[src/rtl/fcd_pkg.sv]
package fcd_pkg;

    typedef enum logic [1:0] {
        MODE_READ = 2'b00,
        MODE_AUTO = 2'b01,
        MODE_BYP  = 2'b10
    } mode_e;

    typedef enum logic [2:0] {
        S_READ,
        S_UNLK1,
        S_UNLK2,
        S_PGM,
        S_AUTO,
        S_BYP,
        S_BYP_PGM,
        S_BYP_EXIT
    } seq_e;

    localparam int UNLK_W = 11;
    localparam logic [UNLK_W-1:0] ADDR_FIRST  = 11'h555;
    localparam logic [UNLK_W-1:0] ADDR_SECOND = 11'h2AA;

    localparam logic [7:0] CODE_KEY1  = 8'hAA;
    localparam logic [7:0] CODE_KEY2  = 8'h55;
    localparam logic [7:0] CODE_PGM   = 8'hA0;
    localparam logic [7:0] CODE_BYP   = 8'h20;
    localparam logic [7:0] CODE_AUTO  = 8'h90;
    localparam logic [7:0] CODE_RESET = 8'hF0;

    function automatic logic in_bypass(seq_e s);
        return (s == S_BYP) || (s == S_BYP_PGM) || (s == S_BYP_EXIT);
    endfunction

    function automatic mode_e mode_of(seq_e s);
        if (in_bypass(s))
            return MODE_BYP;
        else if (s == S_AUTO)
            return MODE_AUTO;
        else
            return MODE_READ;
    endfunction

endpackage

[src/rtl/fcd_write_detect.sv]
module fcd_write_detect (
    input  logic clk,
    input  logic rst,
    input  logic ce_n,
    input  logic we_n,
    input  logic oe_n,
    output logic wr_stb,
    output logic rd_act
);
    logic wr_cond;
    logic wr_cond_q;

    assign wr_cond = !ce_n && !we_n && oe_n;
    assign rd_act  = !ce_n && !oe_n && we_n;
    // one strobe per write-enable low period
    assign wr_stb  = wr_cond && !wr_cond_q;

    always_ff @(posedge clk) begin
        if (rst)
            wr_cond_q <= 1'b0;
        else
            wr_cond_q <= wr_cond;
    end
endmodule

[src/rtl/fcd_seq_fsm.sv]
module fcd_seq_fsm
    import fcd_pkg::*;
#(
    parameter int ADDR_W = 24,
    parameter int DATA_W = 16
) (
    input  logic              clk,
    input  logic              rst,
    input  logic              wr_stb,
    input  logic [ADDR_W-1:0] addr,
    input  logic [DATA_W-1:0] wdata,
    input  logic              accel,
    output seq_e              state,
    output logic              pgm_req,
    output logic [ADDR_W-1:0] pgm_addr,
    output logic [DATA_W-1:0] pgm_data
);
    seq_e              nxt;
    logic              req_nxt;
    logic              accel_q;
    logic [7:0]        cmd;
    logic [UNLK_W-1:0] lo;

    assign cmd = wdata[7:0];
    assign lo  = addr[UNLK_W-1:0];

    always_comb begin
        nxt     = state;
        req_nxt = 1'b0;
        if (wr_stb) begin
            if (state == S_PGM || state == S_BYP_PGM) begin
                // address/data write: any value, 0xF0 included, is data
                req_nxt = 1'b1;
                nxt     = (state == S_PGM) ? S_READ : S_BYP;
            end else if (cmd == CODE_RESET) begin
                nxt = S_READ;
            end else begin
                case (state)
                    S_READ, S_AUTO:
                        nxt = (cmd == CODE_KEY1 && lo == ADDR_FIRST) ? S_UNLK1 : S_READ;
                    S_UNLK1:
                        nxt = (cmd == CODE_KEY2 && lo == ADDR_SECOND) ? S_UNLK2 : S_READ;
                    S_UNLK2: begin
                        nxt = S_READ;
                        if (lo == ADDR_FIRST) begin
                            if (cmd == CODE_PGM)       nxt = S_PGM;
                            else if (cmd == CODE_BYP)  nxt = S_BYP;
                            else if (cmd == CODE_AUTO) nxt = S_AUTO;
                        end
                    end
                    S_BYP: begin
                        if (cmd == CODE_PGM)       nxt = S_BYP_PGM;
                        else if (cmd == CODE_AUTO) nxt = S_BYP_EXIT;
                        else                       nxt = S_READ;
                    end
                    // the exit code 0x00 and any mismatch both end in read mode
                    default: nxt = S_READ;
                endcase
            end
        end
        if (accel && !in_bypass(nxt))
            nxt = S_BYP;
        else if (accel_q && !accel)
            nxt = S_READ;
    end

    always_ff @(posedge clk) begin
        if (rst) begin
            state    <= S_READ;
            accel_q  <= 1'b0;
            pgm_req  <= 1'b0;
            pgm_addr <= '0;
            pgm_data <= '0;
        end else begin
            state   <= nxt;
            accel_q <= accel;
            pgm_req <= req_nxt;
            if (req_nxt) begin
                pgm_addr <= addr;
                pgm_data <= wdata;
            end
        end
    end
endmodule

[src/rtl/fcd_id_regs.sv]
module fcd_id_regs
    import fcd_pkg::*;
#(
    parameter int          NGROUP   = 8,
    parameter logic [31:0] ID_CODES = 32'h0022_7E01
) (
    input  logic              clk,
    input  logic              rst,
    input  mode_e             mode,
    input  logic              rd_act,
    input  logic [1:0]        idx,
    input  logic              accel,
    input  logic [NGROUP-1:0] prot_in,
    output logic              id_sel,
    output logic [7:0]        id_data,
    output logic [NGROUP-1:0] prot_eff
);
    localparam int NCODE = 4;

    logic [7:0] codes [NCODE];

    for (genvar g = 0; g < NCODE; g++) begin : g_code
        assign codes[g] = ID_CODES[8*g +: 8];
    end

    assign id_sel  = rd_act && (mode == MODE_AUTO);
    assign id_data = id_sel ? codes[idx] : 8'h00;

    always_ff @(posedge clk) begin
        if (rst)
            prot_eff <= '0;
        else
            prot_eff <= accel ? '0 : prot_in;
    end
endmodule

[src/rtl/flash_cmd_decoder.sv]
module flash_cmd_decoder
    import fcd_pkg::*;
#(
    parameter int          ADDR_W   = 24,
    parameter int          DATA_W   = 16,
    parameter int          NGROUP   = 8,
    parameter logic [31:0] ID_CODES = 32'h0022_7E01
) (
    input  logic              clk,
    input  logic              rst,
    input  logic              ce_n,
    input  logic              we_n,
    input  logic              oe_n,
    input  logic [ADDR_W-1:0] addr,
    input  logic [DATA_W-1:0] wdata,
    input  logic              accel,
    input  logic [NGROUP-1:0] prot_in,
    output logic              pgm_req,
    output logic [ADDR_W-1:0] pgm_addr,
    output logic [DATA_W-1:0] pgm_data,
    output logic [1:0]        mode,
    output logic              id_sel,
    output logic [7:0]        id_data,
    output logic [NGROUP-1:0] prot_eff
);
    logic  wr_stb;
    logic  rd_act;
    seq_e  state;
    mode_e cur_mode;

    fcd_write_detect i_wdet (
        .clk    (clk),
        .rst    (rst),
        .ce_n   (ce_n),
        .we_n   (we_n),
        .oe_n   (oe_n),
        .wr_stb (wr_stb),
        .rd_act (rd_act)
    );

    fcd_seq_fsm #(.ADDR_W(ADDR_W), .DATA_W(DATA_W)) i_fsm (
        .clk      (clk),
        .rst      (rst),
        .wr_stb   (wr_stb),
        .addr     (addr),
        .wdata    (wdata),
        .accel    (accel),
        .state    (state),
        .pgm_req  (pgm_req),
        .pgm_addr (pgm_addr),
        .pgm_data (pgm_data)
    );

    assign cur_mode = mode_of(state);
    assign mode     = cur_mode;

    fcd_id_regs #(.NGROUP(NGROUP), .ID_CODES(ID_CODES)) i_id (
        .clk      (clk),
        .rst      (rst),
        .mode     (cur_mode),
        .rd_act   (rd_act),
        .idx      (addr[1:0]),
        .accel    (accel),
        .prot_in  (prot_in),
        .id_sel   (id_sel),
        .id_data  (id_data),
        .prot_eff (prot_eff)
    );
endmodule

[config.mk]
export PLATFORM = sky130hd
export DESIGN_NAME = flash_cmd_decoder
export DESIGN_NICKNAME = d
export VERILOG_FILES = /design/src/rtl/fcd_pkg.sv /design/src/rtl/fcd_write_detect.sv /design/src/rtl/fcd_seq_fsm.sv /design/src/rtl/fcd_id_regs.sv /design/src/rtl/flash_cmd_decoder.sv
export SDC_FILE = /design/constraint.sdc
export NUM_CORES = 1
export LEC_CHECK = 0
export BUFFER_PORTS_ARGS = -buffer_cell sky130_fd_sc_hd__buf_4
export CAP_MARGIN = 5
export CORE_MARGIN = 4
export CORE_UTILIZATION = 45
export DETAILED_ROUTE_END_ITERATION = 7
export PLACE_DENSITY = 0.91
export SYNTH_ARGS = -nofsm -noshare
export SYNTH_HDL_FRONTEND = slang
export SYNTH_SLANG_ARGS = --single-unit
[constraint.sdc]
create_clock -name clk -period 2.25 [get_ports clk]
set_input_delay 0 -clock clk [delete_from_list [all_inputs] [get_ports clk]]
set_output_delay 0 -clock clk [all_outputs]
set_load 0.02 [all_outputs]
==> results.md, run 1 <==
* Hpwl dp at 4650 um
* Worst R2R Path Depth at 5
* # rows at 25
* Slew headroom at 0.493
* Vias in the first global route at between 2k and 3k
* Cell taking the most area after synthesis: dfxtp_1
* P_int at 0.00136 W
* Cell at the root of the clock tree: clkbuf_8
* Crit-path max cell delay at about 640 ps
* Syn Area/Cell at 8.23 um2
* Period Utilization, post-route at 0.899
* Vias per inst at 5.24
* Most frequent cell after synthesis: nand2_1
* FF+latch count, synth at 54
* Top post-synthesis cells by area: dfxtp_1, nand2_1, a21oi_1, and2_1, clkbuf_1
* Worst-Skew Late Latency at roughly 320 ps
* Combinational Power Share at 0.144
* Final count of pins violating max slew at 0
* Clock Path Buffers at 2
* Total track usage at 0.243
* Diodes inserted at 0
* Clk slew on worst S/H paths at 110 ps
* Met3 routed WL at 443 um
* Hold Crit Endpoint: i_fsm.accel_q$_SDFF_PP0_
* CTS Buf Count at 5
* Cell area after synthesis at roughly 2300 um2
* Met2 WL at 4000 um
* CTS tree: built
* Switching Power at 0.000479 W
* # Post-CTS Setup Buffers at 0
* Drt drc at 0
* Multi-input logic area at roughly 1100 um2
* Synth-to-layout area growth at 62.2%
* Post-synthesis sequential area ratio at 0.472
* Post-synth EDFFs at 0
* R2r setup slk at around 290 ps
* Crit path cell chain: dlygate4sd3_1 > buf_4 > or4b_1 > or4_4 > o31ai_4 > o31ai_1 > a31oi_1
* Status: complete, no violations
* Actual slew at the worst max-slew pin at 753 ps
* Syn_nets at 335
* WL met1 at 2880 um
* First-pass GRT wire length at 12200 um
* PortBufs at between 100 and 150
* Fillers at 312
* Pwr Density at 494 nW/um2
* Number of DRC markers in iteration 0 at 145
* Startpoint types: input pin
* Die Y at 79.3 um
* Clk pwr share at 0.322
* Final setup viols at 0
* Placed Area at 3100 um2
* Max cap viols at 0
* Slowest cell on crit path: or4b_1
* Critical path data required time at roughly 2500 ps
* Min-delay worst type: in -> reg
* Final hold violations at 0
* Ys async rst share at 0
* Die X at 79.3 um
* Wire per inst at 15.2 um
* Hold Crit Depth at 2
* Switching part of the total power at 0.261
* Antenna violations before repair at 0
* DR top layer: met4
* Resize count post-CTS at 0
* Share of layout cells above drive strength 1 at 0.308
* GRT overflow at 0
* IO Count at 114
* Starting Density at 0.475
* Commonest cells in the netlist: nand2_1, dfxtp_1, a21oi_1
* Final Instance Area at 3710 um2
* Core region area at 4820 um2
* Final-stage net count at 485
* Pre-antenna DRT Iters at 4
* Clk sinks at 54
* Max VDD drop at 0.409 mV
* Warnings, synthesis at 0
* Pin count of the biggest net entering global routing at 48
* WS Path Type: in -> reg
* FF/Latch Area at 1080 um2
* Part of the power in registers at 0.533
* WP data arrival at 2280 ps
* R2r startpoint: i_fsm.state[0]$_SDFF_PP0_
* Worst-path fanout max at 7
* Post-route minimum period at 2020 ps
* Unique masters post-synth at 43
* RSZ-0062 raised after global routing: false
* Synth Flop Type: dfxtp_1
* Setup TNS Final at 0 ps
* HP Start: rst
* Fin Clk Skew at 5.77 ps
* DR vias at 2597
* Final WL at 7520 um
* Die area at 6290 um2
* Cells after synthesis at 278
* CP endpoint kind: flop
* R2R Path End: i_fsm.state[1]$_SDFF_PP0_
* Routed Antenna Nets at 0
* FMAX at 495 MHz
* Post-synth top area share at 0.472
* Pleak at between 1.5 and 2 nW
* Placer Congestion at 1.00
* H-tree levels at 2
## power groups by stage
| stage | Sequential [W] | Clock (W) | Combinational (W) |
|---|---|---|---|
| global placement | 0.000999 | 0 | 0.000183 |
| global route | 0.000980 | 0.000643 | 0.000284 |
| detailed placement | 0.000999 | 0 | 0.000188 |
| floorplan | 0.00100 | 0 | 0.0000792 |
| finish | 0.000978 | 0.000591 | 0.000265 |
| CTS | 0.000977 | 0.000596 | 0.000259 |
## cell type report
type / count / share of cell area
multi-input combinational: 198 / 0.287
clock buffer: 5 / 0.0185
tap: 67 / 0.0226
sequential: 54 / 0.291
timing repair buffer: 166 / 0.370
inverter: 3 / 0.00303
clock inverter: 3 / 0.00775
## metal layers
metal,GRT usage,vias up
met3,0.0454,20
li1,-,1225
met2,0.449,108
met4,0.0842,0
met1,0.278,1244
met5,0,-
## cell families (layout without fill, tap and decap cells)
group,count (synthesis),after routing,share of synthesized area
compound gates,56,56,0.140
simple gates,136,136,0.299
xor+xnor,1,1,0.00383
other cells,1,1,0.00164
mux,1,1,0.00492
buf+inv,26,177,0.0623
flops,54,54,0.472
fa+ha+maj,3,3,0.0164
## worst max path at each step
stage / cells after the start / endpoint / slack, ps / from
floorplan: 5 / id_data[3] / 150 / i_fsm.state[2]$_SDFF_PP0_
global placement: 5 / i_fsm.state[0]$_SDFF_PP0_ / 460 / i_wdet.wr_cond_q$_SDFF_PP0_
detailed placement: 5 / i_fsm.state[0]$_SDFF_PP0_ / 360 / i_wdet.wr_cond_q$_SDFF_PP0_
CTS: 7 / i_fsm.state[0]$_SDFF_PP0_ / 250 / we_n
global route: 7 / i_fsm.state[1]$_SDFF_PP0_ / 90 / wdata[0]
finish: 7 / i_fsm.state[0]$_SDFF_PP0_ / 230 / we_n
## cell usage in the layout, fill, tap and decap left out, drive strengths merged, types with 2 or more instances in the layout
master,synthesis,layout
a21oi,46,46
inv,3,4
nand2,82,82
buf,9,115
clkbuf,14,5
a31oi,2,2
and3,5,5
and2,11,11
nor2,8,8
nor4bb,4,4
and4bb,2,2
dfxtp,54,54
o31ai,2,2
nor3,2,2
nand4,5,5
ha,3,3
dlygate4sd3,0,51
nor2b,2,2
clkinv,0,2
nor4b,3,3
and2b,2,2
o21a,2,2
## per-stage QoR
stage	utilization	instances	hold slack (ps)	total power, W	setup WS [ps]
3_5_place_dp	0.644	437	197	0.00119	356
2_1_floorplan	-	278	76.7	0.00108	152
3_3_place_gp	0.644	437	193	0.00118	459
4_1_cts	0.771	496	117	0.00183	253
6_report	0.771	496	112	0.00183	228
5_1_grt	0.771	496	133	0.00191	86.6
## state kept, by name, indices dropped and copies added, names as in the netlist
signal            count
i_fsm.pgm_req         1
i_fsm.state           3
i_fsm.accel_q         1
i_wdet.wr_cond_q      1
i_id.prot_eff         8
i_fsm.pgm_data       16
i_fsm.pgm_addr       24
## worst max-delay path, delay by kind of cell
| kind | cells | cell delay, ps |
|---|---|---|
| simple gates | 2 | 1120 |
| buf+inv | 2 | 670 |
| compound gates | 3 | 480 |
## what timing repair did
item | CTS | global route
hold endpoints to repair | 51 | 0
setup endpoints to repair | 0 | 0
hold buffers | 51 | 0
Power figures use the tool's default switching activity.
==> inputs of run 2 (changes only) <==
==> constraint.sdc (replaced) <==
create_clock -name clk -period 2.12 [get_ports clk]
set_input_delay 0.106 -clock clk [delete_from_list [all_inputs] [get_ports clk]]
set_output_delay 0.106 -clock clk [all_outputs]
set_load 0.02 [all_outputs]
==> results.md, run 2 (same netlist as run 1, synthesis figures left out) <==
* GRT overflow at 0 (unchanged)
* Switching part of the total power at 0.245 (was 0.261)
* Hpwl dp at 4620 um (was 4650 um)
* Part of the power in registers at 0.571 (was 0.533)
* Max cap viols at 0 (unchanged)
* Fin Clk Skew at 8.34 ps (was 5.77 ps)
* Die area at 6290 um2 (unchanged)
* Largest Register: i_fsm.pgm_addr (unchanged)
* Pin count of the biggest net entering global routing at 48 (unchanged)
* Status: complete, no violations (unchanged)
* Vias per inst at 5.07 (was 5.24)
* Pwr Density at 552 nW/um2 (was 494 nW/um2)
* Cell at the root of the clock tree: clkbuf_8 (unchanged)
* Pleak at 1.44 nW (was 1.61 nW)
* Core region area at 4820 um2 (unchanged)
* WS Path Type: in -> reg (unchanged)
* Final count of pins violating max slew at 0 (unchanged)
* Clk sinks at 54 (unchanged)
* Switching Power at 0.000446 W (was 0.000479 W)
* M2 GR Usage at 0.363 (was 0.449)
* Final-stage net count at 443 (was 485)
* Vias in the first global route at 2191 (was 2562)
* Final hold violations at 0 (unchanged)
* Worst-Skew Late Latency at 310 ps (was 320 ps)
* DR vias at 2296 (was 2597)
* Clock Path Buffers at 2 (unchanged)
* GRT busiest layer: met2 (unchanged)
* Fin worst setup slack at 98.0 ps (was 228 ps)
* Startpoint types: input pin (unchanged)
* Most common cell after layout, fill and taps aside: buf_4 (unchanged)
* Die Y at 79.3 um (unchanged)
* Final setup viols at 0 (unchanged)
* Clk slew on worst S/H paths at 100 ps (was 110 ps)
* Starting Density at 0.475 (unchanged)
* Routed Antenna Nets at 0 (unchanged)
* First-pass GRT wire length at 9830 um (was 12200 um)
* Final WL at 6330 um (was 7520 um)
* H-tree levels at 2 (unchanged)
* Share of layout cells above drive strength 1 at 0.347 (was 0.308)
* Pre-antenna DRT Iters at 4 (unchanged)
* # rows at 25 (unchanged)
* Setup TNS Final at 0 ps (unchanged)
* CP endpoint kind: flop (unchanged)
* Max FFs per register at 24 (unchanged)
* Period Utilization, post-route at 0.954
* Clk pwr share at 0.312 (was 0.322)
* M1 GR Usage at 0.214 (was 0.278)
* RSZ-0062 raised after global routing: false (unchanged)
* Max VDD drop at 0.540 mV (was 0.409 mV)
* Antenna violations before repair at 0 (unchanged)
* Largest regs: i_fsm.pgm_addr (24), i_fsm.pgm_data (16), i_id.prot_eff (8) (unchanged)
* Most frequent cells in the layout: buf_4, nand2_1, dfxtp_1 (unchanged)
* Design Power at 0.00182 W (was 0.00183 W)
* FMAX at 495 MHz
* Synth-to-layout area growth at 44.0% (was 62.2%)
* WP data arrival at 2270 ps (was 2280 ps)
* Number of DRC markers in iteration 0 at 98 (was 145)
* Worst-path fanout max at 7 (unchanged)
* Placer Congestion at 1.01 (was 1.00)
* Drt drc at 0 (unchanged)
* Combinational Power Share at 0.118 (was 0.144)
* PortBufs at 112 (unchanged)
* Die X at 79.3 um (unchanged)
* CTS Buf Count at 5 (unchanged)
* Met3 Use GR at 0.0590 (was 0.0454)
* P_int at 0.00137 W (was 0.00136 W)
* Diodes inserted at 0 (unchanged)
* Post-route minimum period at 2020 ps
* Wire per inst at 14.0 um (was 15.2 um)
* Post-Place Worst Slack at 266 ps (was 356 ps)
* Min-delay worst type: in -> reg (unchanged)
* Total track usage at 0.197 (was 0.243)
* Critical path data required time at 2360 ps (was 2510 ps)
* CTS tree: built (unchanged)
* IO Count at 114 (unchanged)
==> run 2: metrics by stage <==
step / hold slack (ps) / instance area [um2] / utilization / cells
4_1_cts: 4.72 / 3280 / 0.681 / 452
5_1_grt: 9.41 / 3300 / 0.684 / 453
6_report: 12.5 / 3300 / 0.684 / 453
3_5_place_dp: 303 / 3130 / 0.650 / 438
3_3_place_gp: 297 / 3130 / 0.650 / 438
2_1_floorplan: 183 / 2290 / - / 278
==> run 2: cell type report <==
| class | instances | area (um2) |
|---|---|---|
| flip-flops and latches | 54 | 1080 |
| well taps | 67 | 83.8 |
| inverters | 3 | 11.3 |
| clock inverters | 2 | 13.8 |
| repair buffers | 124 | 963 |
| clock buffers | 5 | 68.8 |
| fillers | 404 | 1520 |
| multi-input cells | 198 | 1070 |
==> run 2: power by group through the flow <==
stage               clock (W)  combinational, W  sequential, W
floorplan                   0         0.0000848        0.00106
global placement            0          0.000195        0.00106
detailed placement          0          0.000199        0.00106
CTS                  0.000579          0.000210        0.00104
global route         0.000624          0.000232        0.00104
finish               0.000567          0.000214        0.00104
==> run 2: repair_timing <==
action                                  CTS  global route
endpoints found under the hold margin     6             1
buffers inserted                          0             0
endpoints found under the setup margin    0             1
hold buffers                              7             1
gates resized for setup                   0             1
==> run 2: path summary, 6_finish.rpt <==
path,endpoint,cells after the start,startpoint,slack (ps)
setup reg to reg,i_fsm.state[0]$_SDFF_PP0_,5,i_wdet.wr_cond_q$_SDFF_PP0_,290
hold reg to reg,i_fsm.pgm_addr[6]$_SDFFE_PP0P_,2,i_fsm.pgm_addr[6]$_SDFFE_PP0P_,460
hold / removal,i_id.prot_eff[0]$_SDFF_PP0_,2,prot_in[0],10
setup / recovery,i_fsm.state[0]$_SDFF_PP0_,7,we_n,100
==> run 2: critical path, cell delays in order <==
cell and delay (ps):
dlygate4sd3_1 540, buf_4 150, or4b_4 560, or4_4 450, o31ai_4 220, o31ai_1 110
a31oi_1 140
==> run 2: layer usage <==
| layer | wire (um) | vias up |
|---|---|---|
| li1 | - | 1142 |
| met1 | 2530 | 1064 |
| met2 | 3310 | 82 |
| met3 | 432 | 8 |
| met4 | 53 | 0 |
| met5 | 0 | - |
